## config.mk

```make
export PLATFORM = sky130hd
export DESIGN_NAME = strap_clk_ctrl
export DESIGN_NICKNAME = d
export VERILOG_FILES = /design/src/rtl/strap_clk_pkg.sv /design/src/rtl/strap_latch.sv /design/src/rtl/clk_div.sv /design/src/rtl/test_clk_gen.sv /design/src/rtl/strap_clk_ctrl.sv
export SDC_FILE = /design/constraint.sdc
export NUM_CORES = 1
export LEC_CHECK = 0
export BUFFER_PORTS_ARGS = -buffer_cell sky130_fd_sc_hd__buf_4
export CORE_MARGIN = 2
export CORE_UTILIZATION = 46
export CTS_CLUSTER_SIZE = 24
export DETAILED_ROUTE_END_ITERATION = 6
export PLACE_DENSITY = 0.87
export SLEW_MARGIN = 20
export SYNTH_ARGS = -nofsm -noshare
export SYNTH_HDL_FRONTEND = slang
export SYNTH_SLANG_ARGS = --single-unit
```

## constraint.sdc

```tcl
create_clock -name clk_i -period 1.5 [get_ports clk_i]
set_input_delay 0.075 -clock clk_i [delete_from_list [all_inputs] [get_ports clk_i]]
set_output_delay 0.075 -clock clk_i [all_outputs]
set_load 0.05 [all_outputs]
```

## src/rtl/strap_clk_pkg.sv

```systemverilog
package strap_clk_pkg;
  localparam int unsigned STRAP_W  = 4;
  localparam int unsigned RATE_W   = STRAP_W - 1;
  localparam int unsigned N_DIVS   = 4;
  localparam logic [RATE_W-1:0] TEST_SEL = 3'b011;

  // packed so that rate sits on pad bits 3:1 and the bus flag on pad bit 0
  typedef struct packed {
    logic [RATE_W-1:0] rate;
    logic              sync;
  } strap_t;
endpackage

```

## src/rtl/strap_latch.sv

```systemverilog
module strap_latch
  import strap_clk_pkg::*;
(
  input  logic               clk,
  input  logic               por_n,
  input  logic [STRAP_W-1:0] pin_i,
  output strap_t             code_o,
  output logic               captured_o,
  output logic               oe_o
);
  always_ff @(posedge clk) begin
    if (!por_n) begin
      code_o     <= strap_t'({STRAP_W{1'b1}});
      captured_o <= 1'b0;
      oe_o       <= 1'b0;
    end else begin
      if (!captured_o) begin
        code_o     <= strap_t'(pin_i);
        captured_o <= 1'b1;
      end
      oe_o <= captured_o;
    end
  end

  // frozen after capture
  assert_frozen_R3: assert property (@(posedge clk) disable iff (!por_n)
    captured_o |=> $stable(code_o));

  // pads are never enabled ahead of capture
  assert_oe_lag_R4: assert property (@(posedge clk) disable iff (!por_n)
    $rose(oe_o) |-> $past(captured_o));
endmodule

```

## src/rtl/clk_div.sv

```systemverilog
module clk_div #(
  parameter int unsigned DIV = 2,
  parameter int unsigned TPR = 2
) (
  input  logic clk,
  input  logic por_n,
  input  logic run_i,
  output logic clk_o
);
  localparam int unsigned PER = DIV * TPR;
  localparam int unsigned HI  = PER / 2;
  localparam int unsigned W   = (PER > 2) ? $clog2(PER) : 1;

  logic [W-1:0] cnt;

  always_ff @(posedge clk) begin
    if (!por_n || !run_i) cnt <= '0;
    else if (cnt == W'(PER - 1)) cnt <= '0;
    else cnt <= cnt + 1'b1;
  end

  assign clk_o = run_i && (cnt < W'(HI));

  // each divider starts in its high phase
  assert_start_high_R9: assert property (@(posedge clk) disable iff (!por_n)
    $rose(run_i) |-> clk_o);

  // a running divider returns to phase zero only after a full period
  assert_period_R8: assert property (@(posedge clk) disable iff (!por_n)
    (run_i && $past(run_i) && cnt == '0) |-> ($past(cnt) == W'(PER - 1)));
endmodule

```

## src/rtl/test_clk_gen.sv

```systemverilog
module test_clk_gen
  import strap_clk_pkg::*;
#(
  parameter int unsigned TPR = 2
) (
  input  logic              clk,
  input  logic              por_n,
  input  logic              run_i,
  output logic [N_DIVS-1:0] div_o
);
  // div_o[i] is the reference divided by i+1; all share run and reset
  for (genvar gi = 0; gi < N_DIVS; gi++) begin : g_div
    clk_div #(.DIV(gi + 1), .TPR(TPR)) u_div (
      .clk   (clk),
      .por_n (por_n),
      .run_i (run_i),
      .clk_o (div_o[gi])
    );
  end
endmodule

```

## src/rtl/strap_clk_ctrl.sv

```systemverilog
module strap_clk_ctrl
  import strap_clk_pkg::*;
#(
  parameter int unsigned REF_TICKS = 2
) (
  input  logic               clk_i,
  input  logic               por_n_i,
  input  logic [STRAP_W-1:0] pad_in_i,
  output logic [STRAP_W-1:0] pad_out_o,
  output logic [STRAP_W-1:0] pad_oe_o,
  output logic               ref_clk_o,
  output logic               fix_hi_clk_o,
  output logic               fix_lo_clk_o,
  output logic               cpu_clk_o,
  output logic               bus_clk_o,
  output logic               test_mode_o,
  output logic               cfg_valid_o,
  output logic [RATE_W-1:0]  cpu_rate_o,
  output logic               bus_sync_o
);
  strap_t            code;
  logic              captured, oe, is_test, run;
  logic [N_DIVS-1:0] div;

  strap_latch u_latch (
    .clk        (clk_i),
    .por_n      (por_n_i),
    .pin_i      (pad_in_i),
    .code_o     (code),
    .captured_o (captured),
    .oe_o       (oe)
  );

  assign is_test = (code.rate == TEST_SEL);
  assign run     = oe && is_test;

  test_clk_gen #(.TPR(REF_TICKS)) u_gen (
    .clk   (clk_i),
    .por_n (por_n_i),
    .run_i (run),
    .div_o (div)
  );

  assign ref_clk_o    = div[0];
  assign fix_hi_clk_o = div[1];
  assign fix_lo_clk_o = div[3];
  assign cpu_clk_o    = div[1];
  assign bus_clk_o    = code.sync ? div[3] : div[2];

  assign pad_oe_o    = {STRAP_W{oe}};
  assign pad_out_o   = oe ? {{(STRAP_W-1){cpu_clk_o}}, ref_clk_o} : '0;
  assign test_mode_o = is_test;
  assign cfg_valid_o = captured;
  assign cpu_rate_o  = code.rate;
  assign bus_sync_o  = code.sync;

  // undriven pads carry no clock
  assert_pad_quiet_R4: assert property (@(posedge clk_i) disable iff (!por_n_i)
    !pad_oe_o[0] |-> (pad_out_o == '0));

  // normal mode keeps every clock output low
  assert_norm_quiet_R10: assert property (@(posedge clk_i) disable iff (!por_n_i)
    (pad_oe_o[0] && !test_mode_o) |->
      (pad_out_o == '0 && !bus_clk_o && !fix_lo_clk_o && !fix_hi_clk_o));
endmodule

```

* After elaboration in Yosys (flattened, before gate mapping)
Index checks and enable logic that the tools add are counted.
** Operators by class
- $add $sub $neg :: 4
- Order comparisons :: 4
- Eq/ne operators :: 4
- Muxes and demuxes :: 3
- Reduce and logical (&&, ||, !) cells :: 12
** Operators by type and width (number)
- $reduce_or A2 Y1 :: 4
- $add A3 B1 Y3 const B :: 2
- $eq A3 B3 Y1 const B :: 2
- $logic_and A1 B1 Y1 :: 5
- $mux W4 :: 1
- $eq A3 B2 Y1 const B :: 1
- $lt A3 B2 Y1 const B :: 1
- $lt A3 B3 Y1 const B :: 1
- $add A2 B1 Y2 const B :: 1
- $eq A2 B2 Y1 const B :: 1
- $logic_not A1 Y1 :: 2
- $lt A2 B2 Y1 const B :: 1
- $mux W1 :: 2
- $add A1 B1 Y1 const B :: 1
- $logic_or A1 B1 Y1 :: 1
- $lt A1 B1 Y1 const B :: 1
** Word-level totals
- Flip-flop bits (word level) :: 15
- Bits of input ports :: 6
- Output and inout bits :: 19

* Logic depth before layout (Yosys ltp)
Gate-level depths: netlist (run 1).
- Depth after elaboration :: 5
- Mapped depth :: 4

* Cells and area by module
Synthesis (run 1) repeated with hierarchy kept, for this count alone.
** Unflattened totals
- Cells, all modules :: 60
- Area total of the unflattened synthesis :: 679.4 um^2
** By module, submodules not included
- strap_latch :: instances 1, cells an instance 16, area each 193.9 um^2, sequential area each 120.1 um^2
- clk_div (u_gen.g_div[2].u_div) :: instances 1, cells an instance 14, area each 142.6 um^2, sequential area each 60.1 um^2
- clk_div (u_gen.g_div[3].u_div) :: instances 1, cells an instance 9, area each 126.4 um^2, sequential area each 60.1 um^2
- strap_clk_ctrl :: instances 1, cells an instance 12, area each 98.8 um^2, sequential area each 0.0 um^2
- clk_div (u_gen.g_div[1].u_div) :: instances 1, cells an instance 6, area each 82.6 um^2, sequential area each 40.0 um^2
- clk_div (u_gen.g_div[0].u_div) :: instances 1, cells an instance 3, area each 35.0 um^2, sequential area each 20.0 um^2

* Least setup slack after synthesis (run 1)
Ideal clock, no wire load.
- Kind :: flip-flop to output port
- From :: register u_latch.code_o[1] (netlist name)
- To :: output pad_out_o[2]
- Arrival :: 2.158 ns
- Data required time :: 1.425 ns
- Path slack :: -0.733 ns
- Cell stages (with the launch flop) :: 5
- Path buffers :: 2
- Path through :: dfxtp_1 nand4b_4 buf_2 nor2_1 buf_4
** Between the ends
- Longest elaborated chain between the ends :: 4
** RTL lines
- start: declaration :: RTL line strap_latch.sv:7 : output strap_t code_o,
- start signal: assignment :: RTL line strap_latch.sv:13 : code_o <= strap_t'({STRAP_W{1'b1}});
- start signal: assignment :: RTL line strap_latch.sv:18 : code_o <= strap_t'(pin_i);
- $eq A3 B2 Y1 :: RTL line strap_clk_ctrl.sv:34 : assign is_test = (code.rate == TEST_SEL);
- $logic_and A1 B1 Y1 :: RTL line strap_clk_ctrl.sv:35 : assign run = oe && is_test;
- $logic_and A1 B1 Y1 :: RTL line clk_div.sv:22 : assign clk_o = run_i && (cnt < W'(HI));
- $mux W4 :: RTL line strap_clk_ctrl.sv:51 : assign pad_out_o = oe ? {{(STRAP_W-1){cpu_clk_o}}, ref_clk_o} : '0;
- end: declaration :: RTL line strap_clk_ctrl.sv:9 : output logic [STRAP_W-1:0] pad_out_o,
No other way between the ends.

* Worst setup path in the final report (run 1)
- From :: register u_latch.oe_o
- To :: output pad_out_o[3]
** Between the ends
- Longest elaborated chain between the ends :: 3
** RTL lines
- start: declaration :: RTL line strap_latch.sv:9 : output logic oe_o
- start signal: assignment :: RTL line strap_latch.sv:21 : oe_o <= captured_o;
- $logic_and A1 B1 Y1 :: RTL line strap_clk_ctrl.sv:35
- $logic_and A1 B1 Y1 :: RTL line clk_div.sv:22
- $mux W4 (*) :: RTL line strap_clk_ctrl.sv:51
Mark *: on every way between the ends. The rest lies on a longest branch, timed or not.

==> qor.yml, run 1 <==
status: "complete, no violations"
rr_startpoint: "u_latch.code_o[3]"
setup_viol: 0
cp_cell_sequence: "nand4b_4, nor2_4, buf_4"
drv_slew: 0
cts_tree: "built"
synth_top_area_share_pct: 44.61
start_kind: "flop"
powerDensity_mw_per_mm2: 842.3
fmax_mhz: 730.0
drt_wl_total_mm: 1.440
min_path_cells: 1
firstDrtPassIters: 2
skew_ps: 6.049
finalSetupTns_ps: 0
grt_max_degree: 12
post-route-min-period_ps: 1370
ys_types: 23
row_count: 13
diodes: 0
grt_pass1_vias: 543
crit_required_ps: 1420
multi_input_area_um2: 345.3
cp_top_family: "flip-flops"
syn-instance-count: 61
finalPower_mw: 0.8231
yosysWarnings: 0
seq_area_um2: 310.3
leakage_nw: 0.4554
hp-class: "flop to flop"
grt_util_all_layers_pct: 16.34
min_to: "u_gen.g_div[1].u_div.cnt[0]"
hpwlAfterDp_um: 916.9
synthTopCellsByArea: "dfxtp_1, ha_1, buf_4, mux2i_1, nor4b_1"
initial_core_util_pct: 50.47
die_y_um: 42.26
place_worst_setup_slack_ps: 216.1
synth.net_count: 72
final_area_um2: 977.2
placedInstanceArea_um2: 845.8
yosysSeqAreaShare_pct: 44.61
slowest_stage: "dfxtp_2"
path_clk_slew_ps: 100
dr_total_vias: 549
drc: 0
ant_nets: 0
nets: 103
pin_count: 25
final_util_pct: 73.26
clk_path_buf_depth: 2
cts_made_buffers: 3
slew-limit-headroom_pct: 77.69
drv_cap: 0
fin_crit_sh_pct: 91.32
end_kind: "primary output"
netlist_area_um2: 673.1
worstSkewPairLatency_ps: 290
synthArstFlopShare_pct: 0
n_fill_cell: 103
gp_congestion: 0.6669
wire_per_inst_um: 13.58
drtIter0Drc: 6
dieArea_mm2: 0.001785
tightest_slew_ps: 333.7
path_depth: 3
synth_seq_cells: 15
synth_top_area_cell: "dfxtp_1"
rsz0062_at_grt: "no"
cp_slowest_stage_delay_ps: 410
antenna_found_initial: 0
path_buf_inv: 1
drive_above_1_share_pct: 54.95
portBuffers: 24
cp_max_fo: 6
regToRegEndpoint: "u_gen.g_div[2].u_div.cnt[0]"
path_class: "flop to primary output"
grt_pass1_wl_mm: 2.235
rrSetupSlack_ps: 230
grt_overflow: 0
worstHoldStart: "u_gen.g_div[1].u_div.cnt[0]"
cp.arrival_ps: 1290
syn_area_per_cell_um2: 11.04
ff2ff_path_depth: 3
htreeDepth: 1
area_growth_pct: 45.17
synth_enable_flop_cells: 0
core_mm2: 0.001334
viasPerCell: 5.179
synth-main-ff-cell: "dfxtp_1"
clock-sinks: 15
ir_worst_vdd_mv: 0.6974
die_w_um: 42.26
worst_slack_ps: 130.2
hold_viol_final: 0
cts-root-buf: "clkbuf_4"
[stage by stage]
step	instances	hold WS, ps
after floorplan	61	102.7
after global placement	91	237.8
after detailed placement	91	240.2
after CTS	104	446.0
after global routing	106	486.4
final	106	460.6
[metal layers]
metal	track usage, %	vias to the layer above	wire length [um]
li1	-	273	-
met2	28.62	13	732
met3	2.586	4	50
met4	9.375	0	27
met5	0	-	0
met1	18.47	259	629
[report_power, final]
part	internal (mW)	leakage, nW	switching, mW
combinational	0.0600	0.315	0.100
sequential	0.408	0.123	0.0183
clock	0.0991	0.0177	0.137
[registers in the layout, summed over array words and instances (netlist names)]
name,cells
u_latch.oe_o,1
u_latch.captured_o,1
u_gen.g_div.u_div.cnt,9
u_latch.code_o,4
[layout by cell type (no fill, tap or decap), types with 2 or more instances in the layout]
cell	n
buf_4	29
dfxtp_1	11
ha_1	5
dlygate4sd3_1	5
mux2i_1	4
nand2_1	4
nor2_2	3
nor4b_1	3
clkbuf_4	3
nand2b_1	2
nor2_4	2
nor4_2	2
dfxtp_4	2
dfxtp_2	2
[worst max-delay path by stage]
stage,start,slack [ps],endpoint
after floorplan,u_latch.code_o[3],2,pad_out_o[2]
final,u_latch.oe_o,130,pad_out_o[3]
after CTS,u_latch.oe_o,30,pad_out_o[3]
after global placement,u_latch.oe_o,280,u_gen.g_div[2].u_div.cnt[0]
after detailed placement,u_latch.oe_o,220,u_gen.g_div[3].u_div.cnt[1]
after global routing,u_latch.oe_o,70,pad_out_o[2]
[repair_timing]
| item | CTS | global route |
|---|---|---|
| setup endpoints to repair | 9 | 10 |
| cloned | 0 | 1 |
| gates resized for setup | 0 | 1 |
| endpoints found under the hold margin | 5 | 0 |
| buffers inserted | 4 | 1 |
| hold buffers | 5 | 0 |
| pin swaps | 1 | 1 |
[cells by family (layout without fill, tap and decap cells)]
logic type	count (synthesis)	after routing	synth area share (%)
AND/OR/NAND/NOR	21	22	22.30
AO/OA/AOI/OAI	5	5	7.619
adder cells (fa/ha/maj)	5	5	9.294
buffers and inverters	11	40	10.22
multiplexers	4	4	5.948
flip-flops	15	15	44.61
[cell usage after synthesis, drive strengths merged (2+ instances only)]
master   number
inv           2
nor4b         3
nor4          2
buf           8
mux2i         4
nor2          5
nand2         4
nand2b        2
ha            5
dfxtp        15
a2111oi       2
[final cells by class]
type | count | share of cell area, %
inverter | 2 | 0.7682
tap | 15 | 1.921
clock inverter | 1 | 0.5122
clock buffer | 3 | 2.305
sequential | 15 | 31.75
timing repair buffer | 34 | 27.40
multi-input combinational | 36 | 35.34
(Power assumes the default switching activity.)
==> run 2: changes to the inputs <==
- CORE_MARGIN: 2 -> default
==> qor.yml, run 2 (synthesis gave the netlist of run 1 again) <==
drv_cap: 0
initial_core_util_pct: 50.47
n_fill_cell: 99
worstSkewPairLatency_ps: 290
core_mm2: 0.001334
largestRegisters: "u_gen.g_div.u_div.cnt (9), u_latch.code_o (4)"
antenna_found_initial: 0
die_w_um: 40.26
finalSetupTns_ps: 0
viasPerCell: 5.295
drtIter0Drc: 1
firstDrtPassIters: 3
drc: 0
setup_viol: 0
p_sw_share_pct: 30.29
cts_tree: "built"
power_frac_seq_pct: 52.1
place_worst_setup_slack_ps: 236.9
grt_max_degree: 12
hold_viol_final: 0
ant_nets: 0
cp_max_fo: 6
leakage_nw: 0.4485
clkPwrFrac_pct: 28.4
regMostFlops: "u_gen.g_div.u_div.cnt"
status: "complete, no violations"
finalPower_mw: 0.8195
clk_path_buf_depth: 2
cts_made_buffers: 3
fin_crit_sh_pct: 94.51
final_cell_mix: "buf_4, dfxtp_1, ha_1, dlygate4sd3_1"
drv_slew: 0
portBuffers: 24
cts-root-buf: "clkbuf_4"
post-route-min-period_ps: 1418
path_class: "flop to primary output"
cp.arrival_ps: 1340
fmax_mhz: 705.4
final_util_pct: 72.61
combPwrFrac_pct: 19.5
largest_register_ffs: 9
grt_util_all_layers_pct: 20.83
instances_no_fill: 105
grt_pass1_vias: 490
tightest_slew_ps: 300.5
seq_area_um2: 310.3
die_y_um: 40.26
powerDensity_mw_per_mm2: 846.2
dr_total_vias: 556
nets: 102
path_clk_slew_ps: 80
hp-class: "flop to flop"
end_kind: "primary output"
dieArea_mm2: 0.001620
start_kind: "flop"
drive_above_1_share_pct: 53.33
hpwlAfterDp_um: 904.7
multi_input_area_um2: 345.3
skew_ps: 4.428
placed_cells: 91
area_growth_pct: 43.87
power_switching_mw: 0.2483
pin_count: 25
worst_slack_ps: 82.41
clock-sinks: 15
crit_required_ps: 1420
drt_wl_total_mm: 1.529
wire_per_inst_um: 14.56
row_count: 13
internal_power_mw: 0.5713
rsz0062_at_grt: "no"
gp_congestion: 0.7087
slew-limit-headroom_pct: 79.92
htreeDepth: 1
final_common_cell: "buf_4"
grt_pass1_wl_mm: 2.035
grt_overflow: 0
ir_worst_vdd_mv: 0.6412
diodes: 0
## run 2: cell count changes in the layout (fill, tap and decap cells not counted), sizes merged
cell,change
buf,-1
clkbuf,+1
clkinv,-1
## run 2: area by class of cell
cell class | instances | area share [%]
inverters | 2 | 0.7752
multi-input cells | 36 | 35.66
clock buffers | 4 | 2.713
well taps | 15 | 1.938
repair buffers | 33 | 26.87
flip-flops and latches | 15 | 32.04
## run 2: worst max-delay path: stages (launching register included)
cell and delay [ps]:
dfxtp_2 410, nand4b_4 220, nor2_4 200, buf_4 220
## run 2: metal layers
layer  GRT usage, %  vias to the layer above  share of wire [%]
li1               -                      272                  -
met1          18.15                      261                 39
met2          38.71                       17                 52
met3          8.333                        6                4.5
met4          13.33                        0                4.0
met5              0                        -                  0
## run 2: per-stage QoR
step	hold slack (ps)	area, um^2
floorplan	102.7	715.7
global placement	238.1	845.8
detailed placement	239.6	845.8
CTS	446.4	952.2
global route	449.9	968.4
finish	443.7	968.4
## run 2: final timing paths
path,startpoint,to,slack [ps],cells after the start
setup reg to reg,u_gen.g_div[2].u_div.cnt[1],u_gen.g_div[2].u_div.cnt[2],250,4
hold reg to reg,u_gen.g_div[3].u_div.cnt[0],u_gen.g_div[3].u_div.cnt[0],440,1
hold / removal,u_gen.g_div[3].u_div.cnt[0],u_gen.g_div[3].u_div.cnt[0],440,1
setup / recovery,u_latch.oe_o,pad_out_o[3],80,3
## run 2: power groups by stage
stage          combinational, mW  sequential (mW)  clock, mW
6_report                   0.160            0.427      0.232
2_1_floorplan             0.0851            0.455          0
4_1_cts                    0.158            0.423      0.242
5_1_grt                    0.167            0.429      0.263
3_5_place_dp               0.144            0.433          0
3_3_place_gp               0.143            0.432          0
## run 2: repair_timing
action                                  4_1_cts  5_1_grt
gates resized for setup                       0        1
pin swaps                                     1        1
buffers inserted                              4        0
hold endpoints to repair                      5        0
hold buffers                                  5        0
endpoints found under the setup margin        9        9
cloned                                        0        1
